## src/rtl/dbm_pkg.sv

```systemverilog
package dbm_pkg;
  localparam int REG_W  = 32;
  localparam int ADDR_W = 32;
  localparam int LANES  = REG_W / 8;
  localparam int RA_W   = 12;

  localparam logic [RA_W-1:0] OFF_GCTRL = 12'h000;
  localparam logic [RA_W-1:0] OFF_STAT  = 12'h004;
  localparam logic [RA_W-1:0] BP_BASE   = 12'h100;
  localparam int              BP_SHIFT  = 5;
  localparam logic [RA_W-1:0] BP_SPAN   = 12'h200;
  localparam logic [4:0] SUB_ADDR = 5'h00;
  localparam logic [4:0] SUB_MASK = 5'h04;
  localparam logic [4:0] SUB_ASID = 5'h08;
  localparam logic [4:0] SUB_CTRL = 5'h0C;
  localparam logic [4:0] SUB_DATA = 5'h10;

  localparam int STAT_CNT_LSB = 24;
  localparam int STAT_ASID_CAP = 30;

  typedef struct packed {
    logic [LANES-1:0] ign;
    logic use_asid;
    logic trg;
    logic exc;
    logic st;
    logic ld;
    logic en;
  } bp_ctrl_t;

  function automatic bp_ctrl_t ctrl_unpack(input logic [REG_W-1:0] w, input bit asid_ok);
    bp_ctrl_t c;
    c.en       = w[0];
    c.ld       = w[1];
    c.st       = w[2];
    c.exc      = w[3];
    c.trg      = w[4];
    c.use_asid = w[5] & asid_ok;
    c.ign      = w[8 +: LANES];
    return c;
  endfunction

  function automatic logic [REG_W-1:0] ctrl_pack(input bp_ctrl_t c);
    logic [REG_W-1:0] w;
    w = '0;
    w[0] = c.en;
    w[1] = c.ld;
    w[2] = c.st;
    w[3] = c.exc;
    w[4] = c.trg;
    w[5] = c.use_asid;
    w[8 +: LANES] = c.ign;
    return w;
  endfunction
endpackage

```

## src/rtl/dbm_bp_cmp.sv

```systemverilog
module dbm_bp_cmp
  import dbm_pkg::*;
#(
  parameter int ASID_W   = 8,
  parameter bit HAS_ASID = 1'b1
) (
  input  logic              acc_is_store,
  input  logic [ADDR_W-1:0] acc_addr,
  input  logic [ASID_W-1:0] acc_asid,
  input  logic [LANES-1:0]  acc_be,
  input  logic [REG_W-1:0]  acc_data,
  input  logic [ADDR_W-1:0] bp_addr,
  input  logic [ADDR_W-1:0] bp_mask,
  input  logic [ASID_W-1:0] bp_asid,
  input  logic [REG_W-1:0]  bp_data,
  input  bp_ctrl_t          bp_ctrl,
  output logic              match
);
  logic             dir_ok;
  logic             addr_ok;
  logic             asid_ok;
  logic [LANES-1:0] lane_ok;

  // Direction qualifier
  assign dir_ok  = acc_is_store ? bp_ctrl.st : bp_ctrl.ld;
  // Address compare with per-bit don't-care
  assign addr_ok = ((acc_addr ^ bp_addr) & ~bp_mask) == '0;

  // ASID compare present only with the capability
  generate
    if (HAS_ASID) begin : g_asid
      assign asid_ok = !bp_ctrl.use_asid || (acc_asid == bp_asid);
    end else begin : g_no_asid
      assign asid_ok = 1'b1;
    end
  endgenerate

  // Data compare per accessed, non-ignored byte
  for (genvar l = 0; l < LANES; l++) begin : g_lane
    assign lane_ok[l] = !acc_be[l] || bp_ctrl.ign[l] ||
                        (acc_data[8*l +: 8] == bp_data[8*l +: 8]);
  end

  assign match = bp_ctrl.en && dir_ok && addr_ok && asid_ok && (&lane_ok);
endmodule

```

## src/rtl/dbm_regs.sv

```systemverilog
module dbm_regs
  import dbm_pkg::*;
#(
  parameter int NUM_BP   = 4,
  parameter int ASID_W   = 8,
  parameter bit HAS_ASID = 1'b1
) (
  input  logic              clk,
  input  logic              rst_n,
  input  logic              reg_wen,
  input  logic [RA_W-1:0]   reg_addr,
  input  logic [REG_W-1:0]  reg_wdata,
  output logic [REG_W-1:0]  reg_rdata,
  input  logic [NUM_BP-1:0] hit_set,
  output logic [NUM_BP-1:0] hit_q,
  output logic [ADDR_W-1:0] cfg_addr [NUM_BP],
  output logic [ADDR_W-1:0] cfg_mask [NUM_BP],
  output logic [ASID_W-1:0] cfg_asid [NUM_BP],
  output logic [REG_W-1:0]  cfg_data [NUM_BP],
  output bp_ctrl_t          cfg_ctrl [NUM_BP]
);
  localparam logic [3:0] CNT = 4'(NUM_BP);

  logic [RA_W-1:0]   rel;
  logic              in_bp;
  logic [3:0]        slot;
  logic [4:0]        sub;
  logic [NUM_BP-1:0] clr;

  assign rel   = reg_addr - BP_BASE;
  assign in_bp = rel < BP_SPAN;
  assign slot  = rel[BP_SHIFT +: 4];
  assign sub   = rel[BP_SHIFT-1:0];

  for (genvar g = 0; g < NUM_BP; g++) begin : g_bp
    logic sel;
    assign sel = reg_wen && in_bp && (slot == 4'(g));

    always_ff @(posedge clk or negedge rst_n) begin
      if (!rst_n) begin
        cfg_addr[g] <= '0;
        cfg_mask[g] <= '0;
        cfg_data[g] <= '0;
        cfg_ctrl[g] <= '0;
      end else if (sel) begin
        case (sub)
          SUB_ADDR: cfg_addr[g] <= reg_wdata;
          SUB_MASK: cfg_mask[g] <= reg_wdata;
          SUB_DATA: cfg_data[g] <= reg_wdata;
          SUB_CTRL: cfg_ctrl[g] <= ctrl_unpack(reg_wdata, HAS_ASID);
          default: ;
        endcase
      end
    end

    if (HAS_ASID) begin : g_asid_reg
      always_ff @(posedge clk or negedge rst_n) begin
        if (!rst_n) cfg_asid[g] <= '0;
        else if (sel && sub == SUB_ASID) cfg_asid[g] <= reg_wdata[ASID_W-1:0];
      end
    end else begin : g_asid_none
      assign cfg_asid[g] = '0;
    end
  end

  // Sticky hits, write-1-to-clear, set wins
  assign clr = (reg_wen && reg_addr == OFF_STAT) ? reg_wdata[NUM_BP-1:0] : '0;

  always_ff @(posedge clk or negedge rst_n) begin
    if (!rst_n) hit_q <= '0;
    else        hit_q <= (hit_q & ~clr) | hit_set;
  end

  always_comb begin
    reg_rdata = '0;
    if (reg_addr == OFF_GCTRL) begin
      reg_rdata[0] = 1'b1;
    end else if (reg_addr == OFF_STAT) begin
      reg_rdata[NUM_BP-1:0]          = hit_q;
      reg_rdata[STAT_CNT_LSB +: 4]   = CNT;
      reg_rdata[STAT_ASID_CAP]       = HAS_ASID;
    end else if (in_bp) begin
      for (int k = 0; k < NUM_BP; k++) begin
        if (slot == 4'(k)) begin
          case (sub)
            SUB_ADDR: reg_rdata = cfg_addr[k];
            SUB_MASK: reg_rdata = cfg_mask[k];
            SUB_ASID: reg_rdata[ASID_W-1:0] = cfg_asid[k];
            SUB_CTRL: reg_rdata = ctrl_pack(cfg_ctrl[k]);
            SUB_DATA: reg_rdata = cfg_data[k];
            default: ;
          endcase
        end
      end
    end
  end

  for (genvar g = 0; g < NUM_BP; g++) begin : g_chk
    a_r7_hit_sticky: assert property (@(posedge clk) disable iff (!rst_n)
      hit_q[g] && !clr[g] |=> hit_q[g]);
    a_r7_clear_takes: assert property (@(posedge clk) disable iff (!rst_n)
      clr[g] && !hit_set[g] |=> !hit_q[g]);
  end
endmodule

```

## src/rtl/dbm_unit.sv

```systemverilog
module dbm_unit
  import dbm_pkg::*;
#(
  parameter int NUM_BP   = 4,
  parameter int ASID_W   = 8,
  parameter bit HAS_ASID = 1'b1
) (
  input  logic              clk,
  input  logic              rst_n,
  input  logic              acc_valid,
  input  logic              acc_is_store,
  input  logic [31:0]       acc_addr,
  input  logic [ASID_W-1:0] acc_asid,
  input  logic [3:0]        acc_be,
  input  logic [31:0]       acc_data,
  input  logic              reg_wen,
  input  logic [11:0]       reg_addr,
  input  logic [31:0]       reg_wdata,
  output logic [31:0]       reg_rdata,
  output logic              dbg_exc_req,
  output logic [NUM_BP-1:0] trig_out
);
  logic [ADDR_W-1:0] cfg_addr [NUM_BP];
  logic [ADDR_W-1:0] cfg_mask [NUM_BP];
  logic [ASID_W-1:0] cfg_asid [NUM_BP];
  logic [REG_W-1:0]  cfg_data [NUM_BP];
  bp_ctrl_t          cfg_ctrl [NUM_BP];
  logic [NUM_BP-1:0] match;
  logic [NUM_BP-1:0] hit_now;
  logic [NUM_BP-1:0] exc_sel;
  logic [NUM_BP-1:0] trg_sel;
  logic [NUM_BP-1:0] hit_q;

  dbm_regs #(.NUM_BP(NUM_BP), .ASID_W(ASID_W), .HAS_ASID(HAS_ASID)) u_regs (
    .clk(clk), .rst_n(rst_n),
    .reg_wen(reg_wen), .reg_addr(reg_addr), .reg_wdata(reg_wdata), .reg_rdata(reg_rdata),
    .hit_set(hit_now), .hit_q(hit_q),
    .cfg_addr(cfg_addr), .cfg_mask(cfg_mask), .cfg_asid(cfg_asid),
    .cfg_data(cfg_data), .cfg_ctrl(cfg_ctrl)
  );

  for (genvar g = 0; g < NUM_BP; g++) begin : g_cmp
    dbm_bp_cmp #(.ASID_W(ASID_W), .HAS_ASID(HAS_ASID)) u_cmp (
      .acc_is_store(acc_is_store), .acc_addr(acc_addr), .acc_asid(acc_asid),
      .acc_be(acc_be), .acc_data(acc_data),
      .bp_addr(cfg_addr[g]), .bp_mask(cfg_mask[g]), .bp_asid(cfg_asid[g]),
      .bp_data(cfg_data[g]), .bp_ctrl(cfg_ctrl[g]),
      .match(match[g])
    );
    assign exc_sel[g] = cfg_ctrl[g].exc;
    assign trg_sel[g] = cfg_ctrl[g].trg;
  end

  assign hit_now = acc_valid ? match : '0;

  // Precise one-cycle reports
  always_ff @(posedge clk or negedge rst_n) begin
    if (!rst_n) begin
      dbg_exc_req <= 1'b0;
      trig_out    <= '0;
    end else begin
      dbg_exc_req <= |(hit_now & exc_sel);
      trig_out    <= hit_now & trg_sel;
    end
  end

  a_r8_exc_needs_access: assert property (@(posedge clk) disable iff (!rst_n)
    dbg_exc_req |-> $past(acc_valid));

  for (genvar g = 0; g < NUM_BP; g++) begin : g_out_chk
    a_r7_trig_marks_hit: assert property (@(posedge clk) disable iff (!rst_n)
      trig_out[g] |-> hit_q[g]);
    a_r3_trig_direction: assert property (@(posedge clk) disable iff (!rst_n)
      trig_out[g] |-> $past(acc_is_store ? cfg_ctrl[g].st : cfg_ctrl[g].ld));
    a_r8_trig_needs_access: assert property (@(posedge clk) disable iff (!rst_n)
      trig_out[g] |-> $past(acc_valid));
  end
endmodule

```

## config.mk

```make
export PLATFORM = sky130hd
export DESIGN_NAME = dbm_unit
export DESIGN_NICKNAME = d
export VERILOG_FILES = /design/src/rtl/dbm_pkg.sv /design/src/rtl/dbm_bp_cmp.sv /design/src/rtl/dbm_regs.sv /design/src/rtl/dbm_unit.sv
export SDC_FILE = /design/constraint.sdc
export NUM_CORES = 1
export LEC_CHECK = 0
export BUFFER_PORTS_ARGS = -buffer_cell sky130_fd_sc_hd__buf_2
export CAP_MARGIN = 5
export CORE_MARGIN = 4
export CORE_UTILIZATION = 24
export CTS_CLUSTER_SIZE = 8
export DETAILED_ROUTE_END_ITERATION = 8
export HOLD_SLACK_MARGIN = 0.05
export PLACE_DENSITY = 0.41
export RECOVER_POWER = 50
export SLEW_MARGIN = 20
export SYNTH_ARGS = -nofsm -noshare
export SYNTH_HDL_FRONTEND = slang
export SYNTH_HIERARCHICAL = 1
export SYNTH_SLANG_ARGS = --single-unit
```

## constraint.sdc

```tcl
create_clock -name clk -period 2.2 [get_ports clk]
set_input_delay 0.22 -clock clk [delete_from_list [all_inputs] [get_ports clk]]
set_output_delay 0.22 -clock clk [all_outputs]
set_load 0.1 [all_outputs]
```

==> results.yml, run 1 <==
status:
  outcome: "finished, violations left"
  failing_checks: "negative setup slack"
logic_synthesis:
  synth_cell_type_count: 70
  ys_warn_count: 6
  synth_sequential_area_ratio_pct: 46.22
  postSynthAreaPerCell_um2: 11.95
  count_of_flip_flops_with_a_built_in_enable_after_synthesis: 0
  ffs_latches_synth: 465
  synthCells: 2106
  yosys-top-cells-area: "sky130_fd_sc_hd__dfrtp_1, sky130_fd_sc_hd__mux2_2, sky130_fd_sc_hd__xnor2_1"
  netlist_area_um2: 25170
  yosys.area.top_type: "sky130_fd_sc_hd__dfrtp_1"
  syn_nets: 2233
  netlist.area_leader.share_pct: 46.22
  synth_top_flop_cell: "sky130_fd_sc_hd__dfrtp_1"
  asyncSetResetFlopFracSynth_pct: 100.0
cells_and_area:
  layout.cells.most_common: "sky130_fd_sc_hd__dfrtp_1"
  num-fill-cells: 10420
  area_growth_syn_to_layout_pct: 41.48
  most-common-layout-cells: "sky130_fd_sc_hd__dfrtp_1, sky130_fd_sc_hd__mux2_2, sky130_fd_sc_hd__buf_4"
  post_route_cells_drive_above_1_share_pct: 50.29
  utilization_pct: 34.31
  finish.instance_area_um2: 35620
  nets: 2830
timing:
  fin_worst_skew_ns: 0.03218
  final_hold_viol_count: 0
  worst_slew_margin_rel_pct: 20.23
  timing.setup.tns_ns: -10.42
  setup_repair_after_global_routing_missed_its_margin: "yes"
  fin_ws_ns: -0.4587
  final_min_period_over_clock_period_pct: 120.8
  fin_crit_ns: 2.659
  achievable-frequency_ghz: 0.3761
  setup_viol: 41
  worst-slew-pin-transition_ns: 1.197
  number_of_pins_exceeding_their_max_slew_limit_in_the_final_report: 0
clock_tree:
  tritoncts: "yes"
  clock_tree.htree_level_count: 3
  numCtsBuffers: 68
  insertion_delay_ns: 0.63
  clockRootBuffer: "sky130_fd_sc_hd__clkbuf_16"
  path_clk_slew_ns: 0.05
  clock-sinks: 465
  clock_path_buffers: 3
worst_setup_path:
  crit_start: "u_regs/cfg_ctrl[38]"
  ff2ff_path_depth: 8
  timing.critical_path.fanout_max: 2
  r2r-end: "dbg_exc_req"
  critical_path_required_ns: 1.98
  cell_by_cell_trace_of_the_critical_path: "mux2_4 > a222oi_1 > o21ai_1 > a211oi_2 > nor3_4 > buf_12"
  max_stage_delay_ns: 0.38
  cp.arrival_ns: 2.44
  regToRegStartpoint: "u_regs/cfg_data[51]"
  setup.worst_path.start_class: "flop"
  worst_path_max_delay_cell: "sky130_fd_sc_hd__dfrtp_1"
  setup.worst_path.class: "flop to primary output"
  regToRegSetupSlack_ns: -0.17
  endpoint_kind: "primary output"
hold_path:
  min_path_cells: 2
  hold_path_end: "u_regs/cfg_addr[123]"
  hp-start: "reg_wdata[27]"
  holdCritPathClass: "input port to flop"
pwr:
  total_power_w: 0.02023
  internal_power_summed_over_all_cells_w: 0.01500
  power.share.switching_pct: 25.87
  power.combinational.fraction_pct: 9.1
  worst_ir_drop_vdd_v: 0.0005472
  total_switching_power_w: 0.005234
  clock_network_fraction_of_total_power_pct: 48.1
  static-leakage-power_nw: 16.18
  power.density_nw_per_um2: 568.0
  p_seq_share_pct: 42.8
placement:
  detailedPlacementHpwl_um: 88110
  gpl_wtd_cong: 0.9177
  portBuffers: 161
  place_ws_ns: -0.5461
  postPlaceCellArea_um2: 31870
detailed_routing:
  wl_um: 118100
  detail_route.wl_per_cell_um: 28.83
  drt_drc_violations_left: 0
  antenna_left: 0
  dr_total_vias: 20560
  drt-initial-drc-count: 1791
  first_pass_iters: 6
  route.detailed.vias_per_inst: 5.017
global_route:
  wire_length_of_the_first_global_routing_pass_um: 163400
  grt_antenna_before_repair: 13
  first_global_vias: 21320
  grt-ovfl-total: 0
  track_usage_pct: 20.64
  maximum_number_of_pins_on_one_net_before_global_route_repair: 91
floorplan:
  overall_die_area_um2: 110100
  die-height_um: 331.9
  io-pin-count: 162
  core_area_um2: 103800
  die_x_um: 331.9
  num_rows: 118
  floorplan.initialDensity_pct: 24.25
run:
  max_cap_violations: 0
[through the flow]
stage                     hold slack, ns  instances
after global placement            0.1406       3915
after floorplan                 -0.07559       2106
after global routing             0.07358       4092
final                            0.07000       4098
after CTS                        0.05147       4049
after detailed placement          0.1405       3915
[state kept, by name (all words and copies together) (netlist names)]
name	flops
u_regs/cfg_ctrl	40
u_regs/cfg_data	128
u_regs/hit_q	4
u_regs/cfg_addr	128
dbg_exc_req	1
trig_out	4
u_regs/cfg_mask	128
u_regs/cfg_asid	32
[worst max-delay path by stage]
stage                                to  slack (ns)  cells past startpoint
after floorplan            reg_rdata[6]       -0.49                      7
after detailed placement  reg_rdata[10]       -0.55                      9
after global placement    reg_rdata[10]       -0.53                      9
after global routing      reg_rdata[10]       -0.50                      6
after CTS                 reg_rdata[10]       -0.47                      6
final                     reg_rdata[10]       -0.46                      6
[cell type report]
| cell class | instances | area, um2 | share of cell area, % |
|---|---|---|---|
| repair buffers | 669 | 6563 | 18.43 |
| clock buffers | 73 | 1773 | 4.978 |
| clock inverters | 6 | 100.1 | 0.2810 |
| well taps | 1380 | 1727 | 4.848 |
| flip-flops and latches | 465 | 11640 | 32.68 |
| multi-input cells | 1496 | 13770 | 38.67 |
| inverters | 3 | 28.78 | 0.08080 |
| diodes | 6 | 15.01 | 0.04216 |
[cell families after synthesis]
| group | synth area share (%) |
|---|---|
| buffers and inverters | 3.653 |
| adder cells (fa/ha/maj) | 0.09939 |
| flip-flops | 46.22 |
| AND/OR/NAND/NOR | 7.107 |
| multiplexers | 21.48 |
| AO/OA/AOI/OAI | 11.39 |
| XOR/XNOR | 10.05 |
[per-layer routing]
layer	up-vias	track usage [%]	share of wire, %
met3	178	5.263	7.1
met5	-	0	0.051
li1	8994	-	-
met1	10660	27.82	44
met2	717	32.80	46
met4	10	5.856	3.0
[worst max-delay path, delay by kind of cell (launching register included)]
family | cells | cell delay [ns]
simple gates | 1 | 0.12
compound gates | 3 | 0.85
mux | 1 | 0.26
buf+inv | 1 | 0.18
flops | 1 | 0.38
[power groups by stage]
stage | clock network, W | logic [W] | registers [W]
2_1_floorplan | 0 | 0.000677 | 0.00878
3_3_place_gp | 0 | 0.00170 | 0.00880
3_5_place_dp | 0 | 0.00171 | 0.00880
4_1_cts | 0.0100 | 0.00182 | 0.00866
5_1_grt | 0.0103 | 0.00197 | 0.00866
6_report | 0.00973 | 0.00184 | 0.00866
[Yosys cell counts, types with 5 or more instances]
cell type / number
sky130_fd_sc_hd__buf_4: 14
sky130_fd_sc_hd__xnor2_1: 257
sky130_fd_sc_hd__nor3_1: 11
sky130_fd_sc_hd__nor2_1: 61
sky130_fd_sc_hd__nand2b_1: 8
sky130_fd_sc_hd__buf_2: 36
sky130_fd_sc_hd__o21ai_0: 30
sky130_fd_sc_hd__nor4_2: 12
sky130_fd_sc_hd__a21oi_1: 68
sky130_fd_sc_hd__a31oi_1: 24
sky130_fd_sc_hd__mux2_2: 420
sky130_fd_sc_hd__nand2_1: 81
sky130_fd_sc_hd__a22oi_1: 121
sky130_fd_sc_hd__mux2_1: 45
sky130_fd_sc_hd__a32oi_1: 15
sky130_fd_sc_hd__a221oi_1: 11
sky130_fd_sc_hd__a211oi_1: 8
sky130_fd_sc_hd__nand4_1: 41
sky130_fd_sc_hd__buf_6: 37
sky130_fd_sc_hd__o21ai_1: 5
sky130_fd_sc_hd__clkbuf_1: 54
sky130_fd_sc_hd__o22ai_1: 72
sky130_fd_sc_hd__xor2_1: 32
sky130_fd_sc_hd__a21o_1: 5
sky130_fd_sc_hd__nand2_2: 9
sky130_fd_sc_hd__mux2i_1: 17
sky130_fd_sc_hd__nand2_4: 11
sky130_fd_sc_hd__nor2b_1: 16
sky130_fd_sc_hd__dfrtp_1: 465
sky130_fd_sc_hd__a222oi_1: 18
sky130_fd_sc_hd__nand3_1: 18
[repair_timing]
action,in CTS,in global routing
buffers inserted,34,44
setup endpoints to repair,41,41
gates cloned,4,5
pin swaps,68,108
hold buffers,19,0
hold endpoints to repair,646,0
resized for setup,128,100
Power figures use the tool's default switching activity.
==> inputs of run 2 (changes only) <==
Settings changed: PLACE_DENSITY 0.41 to 0.42.
Clock period 2.2 ns to 2.35 ns, I/O delays scaled along.
==> run 2 against run 1 <==
The flow finishes with violations (max-capacitance violations, max-slew violations, negative setup slack). Cell area fell by 2.0%. Clock power fell by 6.2%. Global-route usage fell by 0.29 points. Via count fell by 0.46%. Clock skew rose by 0.0027 ns. Utilization fell by 0.69 points. Sequential power fell by 6.4%. Worst hold slack improved by 0.0027 ns. Largest power group unchanged.
==> results.yml, run 2 (same netlist as run 1, synthesis figures left out) <==
detailed_routing:
  detail_route.wl_per_cell_um: 28.99
  wl_um: 116000
  route.detailed.vias_per_inst: 5.116
  drt-initial-drc-count: 1673
  first_pass_iters: 6
  antenna_left: 0
  dr_total_vias: 20460
  drt_drc_violations_left: 0
timing:
  achievable-frequency_ghz: 0.3765
  final_min_period_over_clock_period_pct: 113.0
  hold_ws_ns: 0.07271
  timing.setup.tns_ns: -6.621
  setup_repair_after_global_routing_missed_its_margin: "yes"
  worst_slew_margin_rel_pct: -26.09
  fin_worst_skew_ns: 0.03486
  worst-slew-pin-transition_ns: 1.891
  number_of_pins_exceeding_their_max_slew_limit_in_the_final_report: 61
  setup_viol: 36
  final_hold_viol_count: 0
  fin_crit_ns: 2.656
  fin_ws_ns: -0.3060
cells_and_area:
  area_growth_syn_to_layout_pct: 38.63
  nets: 2729
  post_route_cells_drive_above_1_share_pct: 48.81
  largestRegisters: "u_regs/cfg_addr: 128 flops, u_regs/cfg_data: 128 flops, u_regs/cfg_mask: 128 flops"
  layout.cells.most_common: "sky130_fd_sc_hd__dfrtp_1"
  most-common-layout-cells: "sky130_fd_sc_hd__dfrtp_1, sky130_fd_sc_hd__mux2_2, sky130_fd_sc_hd__buf_4"
status:
  outcome: "finished, violations left"
  failing_checks: "max-capacitance violations, max-slew violations, negative setup slack"
placement:
  detailedPlacementHpwl_um: 87400
  place_ws_ns: -0.5403
  gpl_wtd_cong: 0.9034
  portBuffers: 161
floorplan:
  die_x_um: 331.9
  floorplan.initialDensity_pct: 24.25
  io-pin-count: 162
  num_rows: 118
  core_area_um2: 103800
  overall_die_area_um2: 110100
  die-height_um: 331.9
global_route:
  wire_length_of_the_first_global_routing_pass_um: 163800
  first_global_vias: 21620
  grt_antenna_before_repair: 18
  track_usage_pct: 20.36
  maximum_number_of_pins_on_one_net_before_global_route_repair: 67
  grt-ovfl-total: 0
hold_path:
  holdCritPathClass: "input port to flop"
clock_tree:
  clock_tree.htree_level_count: 3
  tritoncts: "yes"
  clock-sinks: 465
  insertion_delay_ns: 0.61
  clockRootBuffer: "sky130_fd_sc_hd__clkbuf_16"
  path_clk_slew_ns: 0.05
  clock_path_buffers: 3
  numCtsBuffers: 69
run:
  max_cap_violations: 1
worst_setup_path:
  setup.worst_path.class: "input port to primary output"
  setup.worst_path.start_class: "input port"
  cp.arrival_ns: 2.42
  endpoint_kind: "primary output"
  timing.critical_path.fanout_max: 4
  critical_path_required_ns: 2.12
pwr:
  worst_ir_drop_vdd_v: 0.0004549
  total_power_w: 0.01896
  power.density_nw_per_um2: 543.1
  static-leakage-power_nw: 15.71
-- run 2: cell types whose count changed in the layout (fill, tap and decap cells not counted), sizes merged --
cell / before / now
buf: 640 / 542
clkbuf: 83 / 88
dlygate4sd3: 19 / 14
and2: 5 / 6
clkinv: 3 / 2
-- run 2: layout make-up --
class	count	area, um2
Timing Repair Buffer	566	5848
Clock buffer	78	1822
Fill cell	10360	68890
Inverter	3	28.78
Sequential cell	465	11640
Multi-Input combinational cell	1497	13760
Clock inverter	5	58.81
Tap cell	1380	1727
Antenna cell	6	15.01
-- run 2: stage by stage --
step           utilization (%)  area (um2)  std cells
2_1_floorplan                -       25760       2106
3_3_place_gp             30.17       31310       3833
3_5_place_dp             30.17       31310       3833
4_1_cts                  33.07       34330       3965
5_1_grt                  33.62       34890       3997
6_report                 33.62       34900       4000
-- run 2: critical path: stages --
cell and delay (ns):
sky130_fd_sc_hd__buf_8 0.10, sky130_fd_sc_hd__or3b_4 0.40, sky130_fd_sc_hd__buf_4 0.14, sky130_fd_sc_hd__nor2_1 0.34
sky130_fd_sc_hd__a222oi_1 0.16, sky130_fd_sc_hd__o21ai_1 0.28, sky130_fd_sc_hd__a211oi_2 0.13, sky130_fd_sc_hd__buf_4 0.16
sky130_fd_sc_hd__nor3_4 0.25, sky130_fd_sc_hd__buf_12 0.22
-- run 2: power breakdown --
group | switching, W | internal (W)
Clock | 0.00371 | 0.00541
Sequential | 0.0000501 | 0.00806
Combinational | 0.00108 | 0.000639
Total | 0.00484 | 0.0141
-- run 2: path summary, 6_finish.rpt --
path / start / end / slack [ns] / depth (start not counted)
min in group asynchronous: rst_n / u_regs/cfg_mask[22] / 0.67 / 2
min reg2reg: u_regs/hit_q[3] / u_regs/hit_q[3] / 0.48 / 1
max in group asynchronous: rst_n / u_regs/cfg_asid[16] / 0.10 / 3
max reg2reg: u_regs/cfg_data[83] / u_regs/hit_q[1] / -0.05 / 9
min: reg_wdata[25] / u_regs/cfg_data[25] / 0.07 / 2
max: reg_addr[1] / reg_rdata[10] / -0.31 / 10
-- run 2: layer usage --
| layer | share of wire (%) | GRT usage (%) | vias up |
|---|---|---|---|
| met3 | 5.3 | 3.477 | 199 |
| met5 | 0.047 | 0 | - |
| met4 | 3.4 | 6.604 | 10 |
| met1 | 45 | 27.57 | 10790 |
| li1 | - | - | 8801 |
| met2 | 47 | 33.08 | 665 |
-- run 2: repair_timing --
| action | CTS | global route |
|---|---|---|
| gates resized for setup | 132 | 81 |
| endpoints found under the setup margin | 41 | 40 |
| setup buffers | 34 | 32 |
| pin swaps | 96 | 88 |
| endpoints found under the hold margin | 139 | 0 |
| hold buffers | 14 | 0 |
| gates cloned | 6 | 4 |
==> inputs of run 3 (changes only) <==
Settings changed: CORE_UTILIZATION 24 to 45, PLACE_DENSITY 0.42 to 0.66.
==> run 3 against run 2 <==
The flow finishes with violations (negative setup slack). Worst hold slack better by 0.020 ns. Critical path depth up 2. Wire length down 11%. Fmax up 2.0%. Count of clock-buffer cells in the layout down 5. Flip-flop and latch count unchanged. Sequential share of layout area up 0.84 points. Largest cell class unchanged. Global-route usage up 13 points.
==> results.yml, run 3 (same netlist as run 1, synthesis figures left out) <==
status:
  outcome: "finished, violations left"
  failing_checks: "negative setup slack"
timing:
  setup_repair_after_global_routing_missed_its_margin: "yes"
  worst_slew_margin_rel_pct: 22.99
  timing.setup.tns_ns: -3.073
  achievable-frequency_ghz: 0.3839
  final_min_period_over_clock_period_pct: 110.8
  fin_ws_ns: -0.2548
  number_of_pins_exceeding_their_max_slew_limit_in_the_final_report: 0
  final_hold_viol_count: 0
  worst-slew-pin-transition_ns: 1.160
  fin_worst_skew_ns: 0.03782
  fin_crit_ns: 2.605
  setup_viol: 34
worst_setup_path:
  endpoint_kind: "primary output"
  setup.worst_path.start_class: "input port"
  timing.critical_path.fanout_max: 7
  r2r-end: "u_regs/hit_q[0]"
  cp.arrival_ns: 2.37
  regToRegStartpoint: "u_regs/cfg_data[107]"
  cell_by_cell_trace_of_the_critical_path: "buf_8 > or3_4 > nor2_4 > buf_12 > buf_8 > buf_12 > buf_12 > a22oi_2 > o21ai_2 > a31oi_2 > a211oi_4 > buf_12"
  critPathMostFrequentCell: "sky130_fd_sc_hd__buf_12"
  ff2ff_path_depth: 8
  regToRegSetupSlack_ns: -0.01
  worst_path_max_delay_cell: "sky130_fd_sc_hd__or3_4"
  max_stage_delay_ns: 0.40
  setup.worst_path.class: "input port to primary output"
  critical_path_required_ns: 2.12
floorplan:
  die_x_um: 244.5
  floorplan.initialDensity_pct: 45.60
  core_area_um2: 55200
  io-pin-count: 162
  die-height_um: 244.5
  num_rows: 86
  overall_die_area_um2: 59790
pwr:
  static-leakage-power_nw: 15.47
  worst_ir_drop_vdd_v: 0.0004790
  power.share.switching_pct: 24.88
  total_switching_power_w: 0.004686
  clock_network_fraction_of_total_power_pct: 48.0
  total_power_w: 0.01884
  power.density_nw_per_um2: 553.3
  internal_power_summed_over_all_cells_w: 0.01415
  power.combinational.fraction_pct: 9.0
  p_seq_share_pct: 43.1
clock_tree:
  clockRootBuffer: "sky130_fd_sc_hd__clkbuf_16"
  tritoncts: "yes"
  insertion_delay_ns: 0.62
  numCtsBuffers: 68
  clock_path_buffers: 3
  path_clk_slew_ns: 0.05
  clock-sinks: 465
  clock_tree.htree_level_count: 3
cells_and_area:
  finalNonFillerCells: 3328
  multi_input_comb_area_um2: 13980
  seqCellArea_um2: 11640
  utilization_pct: 61.68
  layout.cells.most_common: "sky130_fd_sc_hd__dfrtp_1"
  post_route_cells_drive_above_1_share_pct: 49.59
  num-fill-cells: 4272
  area_growth_syn_to_layout_pct: 35.24
  largestRegisters: "u_regs/cfg_addr: 128 flops, u_regs/cfg_data: 128 flops, u_regs/cfg_mask: 128 flops"
  nets: 2692
  most-common-layout-cells: "sky130_fd_sc_hd__dfrtp_1, sky130_fd_sc_hd__mux2_2, sky130_fd_sc_hd__xnor2_1"
placement:
  detailedPlacementHpwl_um: 71230
  gpl_wtd_cong: 1.029
  place_inst: 3103
  portBuffers: 161
detailed_routing:
  dr_total_vias: 20990
  drt_drc_violations_left: 0
  wl_met1_um: 39950
  detail_route.wl_per_cell_um: 31.08
  dr_wl_met2_um: 46890
  routed-wl-met3_um: 11100
  top_layer_used: "met4"
  wl_um: 103400
  antenna_left: 0
  route.detailed.vias_per_inst: 6.306
  first_pass_iters: 6
  drt-initial-drc-count: 2276
global_route:
  grt-ovfl-total: 0
  track_usage_pct: 33.66
  grt_antenna_before_repair: 4
  first_global_vias: 21590
  wire_length_of_the_first_global_routing_pass_um: 148200
  maximum_number_of_pins_on_one_net_before_global_route_repair: 87
hold_path:
  holdCritPathClass: "input port to flop"
  min_path_cells: 2
  hp-start: "reg_wdata[19]"
  hold_path_end: "u_regs/cfg_mask[115]"
run:
  max_cap_violations: 0
run 3: layout make-up:
type	count	area share [%]
multi-input cells	1497	41.07
inverters	3	0.08453
repair buffers	530	16.33
diodes	7	0.05145
well taps	748	2.749
flip-flops and latches	465	34.20
clock buffers	73	5.270
clock inverters	5	0.2352
run 3: layer usage:
layer  vias to the layer above  GRT usage, %
li1                       8720             -
met1                     10640         44.69
met2                      1306         52.31
met3                       317         8.355
met4                         0         15.39
met5                         -             0
run 3: critical path, delay by kind of cell:
kind	cells	cell delay, ns
AOI/OAI and AO/OA	4	0.72
and+or+nand+nor	2	0.56
buffers and inverters	6	0.83
run 3: power by group through the flow:
stage / logic, W / registers [W] / clock network [W]
floorplan: 0.000634 / 0.00822 / 0
global placement: 0.00144 / 0.00824 / 0
detailed placement: 0.00145 / 0.00824 / 0
CTS: 0.00164 / 0.00811 / 0.00911
global route: 0.00176 / 0.00811 / 0.00945
finish: 0.00169 / 0.00811 / 0.00904
run 3: worst max-delay path by stage:
| stage | slack [ns] | start | cells past startpoint | endpoint |
|---|---|---|---|---|
| 2_1_floorplan | -0.37 | reg_addr[1] | 9 | reg_rdata[6] |
| 4_1_cts | -0.27 | u_regs/cfg_mask[107] | 6 | reg_rdata[11] |
| 5_1_grt | -0.31 | u_regs/cfg_mask[107] | 6 | reg_rdata[11] |
| 3_5_place_dp | -0.30 | reg_addr[8] | 11 | reg_rdata[18] |
| 3_3_place_gp | -0.32 | reg_addr[1] | 10 | reg_rdata[10] |
| 6_report | -0.25 | reg_addr[0] | 12 | reg_rdata[15] |
run 3: metrics by stage:
step	instance area (um2)	hold slack, ns	worst slack (ns)
3_3_place_gp	29580	0.1675	-0.3155
5_1_grt	34030	0.08034	-0.3066
4_1_cts	33520	0.05453	-0.2686
6_report	34050	0.09222	-0.2548
2_1_floorplan	25760	-0.06059	-0.3691
3_5_place_dp	29580	0.1686	-0.2953
run 3: repair_timing:
action,4_1_cts,5_1_grt
hold endpoints to repair,617,0
cloned,16,2
setup buffers,83,36
endpoints found under the setup margin,35,39
pin swaps,108,106
hold buffers,21,0
resized for setup,189,125
